$ cat config.mk
export PLATFORM = sky130hd
export DESIGN_NAME = xlat_walker
export DESIGN_NICKNAME = d
export VERILOG_FILES = /design/src/rtl/xlat_pkg.sv /design/src/rtl/xlat_ctrl.sv /design/src/rtl/xlat_dp.sv /design/src/rtl/xlat_walker.sv
export SDC_FILE = /design/constraint.sdc
export NUM_CORES = 2
export LEC_CHECK = 0
export BUFFER_PORTS_ARGS = -buffer_cell sky130_fd_sc_hd__buf_2
export CAP_MARGIN = 20
export CORE_MARGIN = 4
export CORE_UTILIZATION = 31
export CTS_CLUSTER_SIZE = 40
export DETAILED_ROUTE_END_ITERATION = 8
export PLACE_DENSITY_LB_ADDON = 0.05
export RECOVER_POWER = 25
export SLEW_MARGIN = 20
export SYNTH_ARGS = -nofsm -noshare
export SYNTH_HDL_FRONTEND = slang
export SYNTH_SLANG_ARGS = --single-unit
$ cat constraint.sdc
create_clock -name clk -period 7.5 [get_ports clk]
set_input_delay 1.5 -clock clk [delete_from_list [all_inputs] [get_ports clk]]
set_output_delay 1.5 -clock clk [all_outputs]
set_load 0.005 [all_outputs]
$ cat src/rtl/xlat_pkg.sv
package xlat_pkg;
  localparam int VA_W      = 32;
  localparam int OFF_W     = 12;
  localparam int IDX_W     = 10;
  localparam int VPN_W     = VA_W - OFF_W;
  localparam int BIG_OFF_W = OFF_W + IDX_W;
  localparam int PRESENT_BIT = 0;
  localparam int LARGE_BIT   = 1;

  typedef enum logic [1:0] {ST_IDLE, ST_DIR, ST_TBL} walkState_t;

  typedef struct packed {
    logic latchVa;
    logic rspHit;
    logic rspFault;
    logic fillBig;
    logic fillSmall;
    logic latchPde;
    logic ptePhase;
  } xlatStrobe_t;
endpackage

$ cat src/rtl/xlat_ctrl.sv
module xlat_ctrl
  import xlat_pkg::*;
(
  input  logic        clk,
  input  logic        rstN,
  input  logic        reqValid,
  input  logic        tlbHit,
  input  logic        memRspValid,
  input  logic        entPresent,
  input  logic        entLarge,
  output logic        reqReady,
  output logic        memReq,
  output xlatStrobe_t stb
);
  walkState_t state, stateNext;

  always_ff @(posedge clk) begin
    if (!rstN) state <= ST_IDLE;
    else       state <= stateNext;
  end

  always_comb begin
    stb       = '0;
    stateNext = state;
    unique case (state)
      ST_IDLE: begin
        if (reqValid) begin
          if (tlbHit) stb.rspHit = 1'b1;
          else begin
            stb.latchVa = 1'b1;
            stateNext   = ST_DIR;
          end
        end
      end
      ST_DIR: begin
        if (memRspValid) begin
          if (!entPresent) begin
            stb.rspFault = 1'b1;
            stateNext    = ST_IDLE;
          end else if (entLarge) begin
            stb.fillBig = 1'b1;
            stateNext   = ST_IDLE;
          end else begin
            stb.latchPde = 1'b1;
            stateNext    = ST_TBL;
          end
        end
      end
      ST_TBL: begin
        stb.ptePhase = 1'b1;
        if (memRspValid) begin
          if (entPresent) stb.fillSmall = 1'b1;
          else            stb.rspFault  = 1'b1;
          stateNext = ST_IDLE;
        end
      end
      default: stateNext = ST_IDLE;
    endcase
  end

  assign reqReady = (state == ST_IDLE);
  assign memReq   = (state != ST_IDLE);

  // a pending read is held until its data arrives
  p_memreq_hold_r10: assert property (@(posedge clk) disable iff (!rstN)
    memReq && !memRspValid |=> memReq);

  // a directory pointer entry always leads to a table read
  p_table_follows_r4: assert property (@(posedge clk) disable iff (!rstN)
    stb.latchPde |=> (memReq && state == ST_TBL));
endmodule

$ cat src/rtl/xlat_dp.sv
module xlat_dp
  import xlat_pkg::*;
#(
  parameter  int TLB_N = 32,
  localparam int PTR_W = (TLB_N > 1) ? $clog2(TLB_N) : 1
) (
  input  logic             clk,
  input  logic             rstN,
  input  logic             flush,
  input  logic             dirBaseWe,
  input  logic [VPN_W-1:0] dirBaseIn,
  input  logic [VA_W-1:0]  reqAddr,
  input  logic [VA_W-1:0]  memRspData,
  input  xlatStrobe_t      stb,
  output logic             tlbHit,
  output logic             entPresent,
  output logic             entLarge,
  output logic [VA_W-1:0]  memAddr,
  output logic             rspValid,
  output logic             rspFault,
  output logic [VA_W-1:0]  rspPhys
);
  logic [VPN_W-1:0] dirBase;
  logic [VA_W-1:0]  vaReg;
  logic [VPN_W-1:0] pdeFrame;

  logic [TLB_N-1:0] vld;
  logic [TLB_N-1:0] big;
  logic [VPN_W-1:0] tag [TLB_N];
  logic [VPN_W-1:0] pfn [TLB_N];
  logic [PTR_W-1:0] ptr;

  logic [TLB_N-1:0] match;
  logic [PTR_W-1:0] hitIdx;
  logic [VA_W-1:0]  hitPhys;
  logic [VA_W-1:0]  fillPhys;
  logic [VPN_W-1:0] fillPfn;
  logic             fillAny;
  logic             doFill;
  logic             unusedBits;

  assign entPresent = memRspData[PRESENT_BIT];
  assign entLarge   = memRspData[LARGE_BIT];
  assign unusedBits = ^memRspData[OFF_W-1:LARGE_BIT+1];

  // directory base register and walk context
  always_ff @(posedge clk) begin
    if (!rstN) begin
      dirBase  <= '0;
      vaReg    <= '0;
      pdeFrame <= '0;
    end else begin
      if (dirBaseWe)    dirBase  <= dirBaseIn;
      if (stb.latchVa)  vaReg    <= reqAddr;
      if (stb.latchPde) pdeFrame <= memRspData[VA_W-1:OFF_W];
    end
  end

  assign memAddr = stb.ptePhase
    ? {pdeFrame, vaReg[BIG_OFF_W-1:OFF_W], 2'b00}
    : {dirBase, vaReg[VA_W-1:BIG_OFF_W], 2'b00};

  // associative compare, one comparator per entry
  for (genvar g = 0; g < TLB_N; g++) begin : g_cmp
    always_comb begin
      if (big[g])
        match[g] = vld[g] && (tag[g][VPN_W-1:IDX_W] == reqAddr[VA_W-1:BIG_OFF_W]);
      else
        match[g] = vld[g] && (tag[g] == reqAddr[VA_W-1:OFF_W]);
    end
  end

  always_comb begin
    hitIdx = '0;
    for (int i = TLB_N - 1; i >= 0; i--)
      if (match[i]) hitIdx = PTR_W'(i);
  end

  assign tlbHit  = |match;
  assign hitPhys = big[hitIdx]
    ? {pfn[hitIdx][VPN_W-1:IDX_W], reqAddr[BIG_OFF_W-1:0]}
    : {pfn[hitIdx], reqAddr[OFF_W-1:0]};

  // fill path
  assign fillAny  = stb.fillBig || stb.fillSmall;
  assign doFill   = fillAny && !flush;
  assign fillPfn  = stb.fillBig
    ? {memRspData[VA_W-1:BIG_OFF_W], {IDX_W{1'b0}}}
    : memRspData[VA_W-1:OFF_W];
  assign fillPhys = stb.fillBig
    ? {memRspData[VA_W-1:BIG_OFF_W], vaReg[BIG_OFF_W-1:0]}
    : {memRspData[VA_W-1:OFF_W], vaReg[OFF_W-1:0]};

  always_ff @(posedge clk) begin
    if (!rstN) begin
      vld <= '0;
      ptr <= '0;
    end else if (flush) begin
      vld <= '0;
    end else if (doFill) begin
      vld[ptr] <= 1'b1;
      ptr      <= (ptr == PTR_W'(TLB_N - 1)) ? '0 : ptr + 1'b1;
    end
  end

  always_ff @(posedge clk) begin
    if (doFill) begin
      big[ptr] <= stb.fillBig;
      tag[ptr] <= vaReg[VA_W-1:OFF_W];
      pfn[ptr] <= fillPfn;
    end
  end

  // response register
  always_ff @(posedge clk) begin
    if (!rstN) begin
      rspValid <= 1'b0;
      rspFault <= 1'b0;
      rspPhys  <= '0;
    end else begin
      rspValid <= stb.rspHit || stb.rspFault || fillAny;
      rspFault <= stb.rspFault;
      if (stb.rspHit)        rspPhys <= hitPhys;
      else if (fillAny)      rspPhys <= fillPhys;
      else if (stb.rspFault) rspPhys <= '0;
    end
  end

  // one cycle after a flush no entry remains valid
  p_flush_clears_r9: assert property (@(posedge clk) disable iff (!rstN)
    flush |=> (vld == '0));

  // a fault carries no address
  p_fault_zero_r6: assert property (@(posedge clk) disable iff (!rstN)
    rspValid && rspFault |-> (rspPhys == '0));

  // a hit answers in the next cycle without a fault
  p_hit_resp_r2: assert property (@(posedge clk) disable iff (!rstN)
    stb.rspHit |=> (rspValid && !rspFault));

  // a fault leaves the entry valid bits untouched
  p_fault_keeps_tlb_r6: assert property (@(posedge clk) disable iff (!rstN)
    stb.rspFault && !flush |=> $stable(vld));
endmodule

$ cat src/rtl/xlat_walker.sv
module xlat_walker
  import xlat_pkg::*;
#(
  parameter int TLB_N = 32
) (
  input  logic        clk,
  input  logic        rstN,
  input  logic        dirBaseWe,
  input  logic [19:0] dirBaseIn,
  input  logic        flush,
  input  logic        reqValid,
  output logic        reqReady,
  input  logic [31:0] reqAddr,
  output logic        rspValid,
  output logic        rspFault,
  output logic [31:0] rspPhys,
  output logic        memReq,
  output logic [31:0] memAddr,
  input  logic        memRspValid,
  input  logic [31:0] memRspData
);
  xlatStrobe_t stb;
  logic        tlbHit;
  logic        entPresent;
  logic        entLarge;

  xlat_ctrl u_ctrl (
    .clk(clk), .rstN(rstN), .reqValid(reqValid), .tlbHit(tlbHit),
    .memRspValid(memRspValid), .entPresent(entPresent), .entLarge(entLarge),
    .reqReady(reqReady), .memReq(memReq), .stb(stb)
  );

  xlat_dp #(.TLB_N(TLB_N)) u_dp (
    .clk(clk), .rstN(rstN), .flush(flush), .dirBaseWe(dirBaseWe),
    .dirBaseIn(dirBaseIn), .reqAddr(reqAddr), .memRspData(memRspData),
    .stb(stb), .tlbHit(tlbHit), .entPresent(entPresent), .entLarge(entLarge),
    .memAddr(memAddr), .rspValid(rspValid), .rspFault(rspFault),
    .rspPhys(rspPhys)
  );

  // the read address does not move while a read is pending
  p_memaddr_stable_r10: assert property (@(posedge clk) disable iff (!rstN)
    memReq && $past(memReq) && !$past(memRspValid) |-> $stable(memAddr));
endmodule

==> reports/metrics.cfg <==
[status]
run_status=complete, but fails checks
failed_checks=capacitance limit, slew limit

[grt]
use_met1_pct=28.0
grt_pass1_wl_mm=292
grt.total_usage_pct=20.3
top_usage_layer=met2
grtUsageMet2_pct=33.3
antenna_found_initial=17
grt_overflow=0
grt_pass1_vias=36300
grt_max_degree=64
grt_use_met3_pct=2.67

[synth]
synth_edf_count=1312
synthArstFlopShare_pct=0
synth_area_leaders=edfxtp_1, xnor2_1, dfxtp_1
avgSynthCellArea_sq_um=14.8
synth_warnings=0
synth_top_family_by_area=XOR/XNOR gates
synth.largest_area_cell=edfxtp_1
synthAdderAreaFrac_pct=0.163
synth_compound_area_share_pct=5.84
synth_xor_area_share_pct=9.19
synth_top_area_share_pct=64.2
synth_cells=4146
ys_types=89
synthesis.area_sq_um=61400
synthTopCellsByCount=edfxtp_1, xnor2_1, xor2_1
yosys.area_share.simple_pct=8.31
yosysMostFrequentCell=edfxtp_1
ys.flop_type=edfxtp_1
ys_seq_area_share_pct=68.9
synthMuxAreaShare_pct=5.13
synth-seq-cells=1457

[clocking]
cts_max_path_buffers=3
h-tree-depth=4
clk_pin_slew_ns=0.06
root_buffer=clkbuf_16
cts-buffers-inserted=170
cts_sinks=1457
cts_tree=done
cts_resized=0
worstSkewPairLatency_ns=0.81
cts_hold_buf=0
post_cts_buffers=0

[sta]
finalHoldViolCount=0
finClkSkew_ns=0.0390
setup_violations=0
worst_pin_slew_ns=2.77
rsz0062_at_grt=no
slew_viol_final=663
min_period_ns=5.98
slew_headroom_pct=-84.6
finalCritPeriodShare_pct=79.7
setup_tns_ns=0
clock.fmax_mhz=167

[worst_setup_path]
crit_type=primary input to flip-flop
crit_path_start_kind=primary input
critical_path_required_ns=8.19
cp_slowest_stage_delay_ns=0.53
crit_slowest_cell=nor4_1
arrival_ns=6.66
critical_path.cell_chain=buf_2 -> buf_12 -> xor2_1 -> nor4_1 -> buf_4 -> a41oi_1 -> buf_4 -> a211o_1 -> a21boi_2 -> a211oi_2 -> a2111oi_4 -> buf_12 -> buf_12 -> buf_4 -> o21ai_0 -> a311o_1 -> o21ai_1 -> a221o_1 -> o21ai_1
cp-end-kind=flip-flop
crit_fanout=38

[run]
cap_violations=20

[min_path]
min_path_type=flip-flop to flip-flop

[place]
portBuffers=145
gp_congestion=0.791
dpl-instance-area_sq_um=66600
dp_hpwl_mm=128
placed_cells=6939

[floorplan]
die_x_um=453
die_h_um=453
num_rows=163
io-pin-count=158
placeableCoreArea_sq_um=197000
initial_core_util_pct=31.1
die_area_sq_um=205000

[power_and_ir_drop]
p_per_area_nw_per_um2=245
p_leak_nw=22.8
ir_drop_mv=0.196

[final_layout]
syn_to_final_growth_pct=17.0
final_cells=7265
fill_cells=18900
stdcell_area_sq_um=71800
fin_nets=4569
final_core_util_pct=36.4
drive_gt1_share_pct=16.8

[route]
viasPerCell=4.97
ant_nets=0
first_iter_violations=2722
wl_per_cell_um=28.9
wl_mm=210
drcViolationCount=0
dr.pass1.iters=8
num_vias=36100

per-layer routing:
metal | part of all wire, % | up-vias
li1 | - | 16400
met5 | 0.0062 | -
met4 | 2.9 | 2
met2 | 48 | 718
met1 | 46 | 18700
met3 | 3.8 | 269
critical path: cells and delay by family:
family                    cells  cell delay, ns
AOI/OAI and AO/OA            10            2.59
and+or+nand+nor               1            0.53
xor gates and xnor gates      1            0.11
buffers and inverters         7            1.79
report_power, final:
part / switching (mW) / total [mW] / internal [mW]
Sequential: 0.0389 / 8.93 / 8.89
Clock: 3.41 / 7.95 / 4.54
Combinational: 0.510 / 0.727 / 0.217
kinds of logic (layout without fill, tap and decap cells):
kind of cell    after synthesis  in the layout
xor+xnor                    640            640
other cells                   1             11
fa+ha+maj                     8              8
mux                         281            281
flops                      1457           1457
simple gates               1015           1015
compound gates              498            498
buf+inv                     246            715
cell usage in the layout, fill, tap and decap left out, types with 63 or more instances in the layout:
cell type,count
nand3_1,141
nand4_1,121
dfxtp_1,143
nor2_1,163
buf_2,141
nor4_1,81
xnor2_1,365
xor2_1,270
clkbuf_16,173
mux2i_1,198
nand2_1,267
buf_4,170
clkbuf_1,86
o21ai_0,82
mux2_2,63
a21oi_1,101
edfxtp_1,1312
state kept, by name, summed over array words and instances (netlist names), 2 cells and up:
register	count
u_dp.big	32
u_dp.vaReg	32
u_dp.dirBase	20
u_dp.rspPhys	32
u_dp.vld	32
u_ctrl.state	2
u_dp.tag	640
u_dp.ptr	5
u_dp.pdeFrame	20
u_dp.pfn	640
cell type report:
type                    count  area, sq um  share of cell area (%)
well taps                2640         3300                    4.60
flip-flops and latches   1457        42300                    58.9
repair buffers            378         2960                    4.12
clock buffers             247         4710                    6.55
multi-input cells        2444        17900                    24.9
inverters                  20         77.6                   0.108
diodes                      9         22.5                  0.0314
clock inverters            70          573                   0.798
through the flow:
stage | hold WS (ns) | setup WS [ns] | total power, mW
floorplan | 0.433 | 2.23 | 9.47
global placement | 0.445 | 0.0624 | 9.85
detailed placement | 0.448 | 0.674 | 9.85
CTS | 0.456 | 1.58 | 17.9
global route | 0.480 | 1.32 | 18.2
finish | 0.452 | 1.52 | 17.6
final timing paths:
| check | start | to | slack, ns | cells past startpoint |
|---|---|---|---|---|
| worst max-delay path | reqAddr[19] | u_dp.rspPhys[28] | 1.52 | 19 |
| worst min-delay path | u_dp.pdeFrame[1] | u_dp.pdeFrame[1] | 0.45 | 2 |
| worst min register to register | u_dp.pdeFrame[1] | u_dp.pdeFrame[1] | 0.45 | 2 |
| worst max register to register | u_dp.tag[9][9] | u_dp.rspPhys[28] | 2.26 | 17 |
No activity file was read; power rests on OpenSTA's default activity.
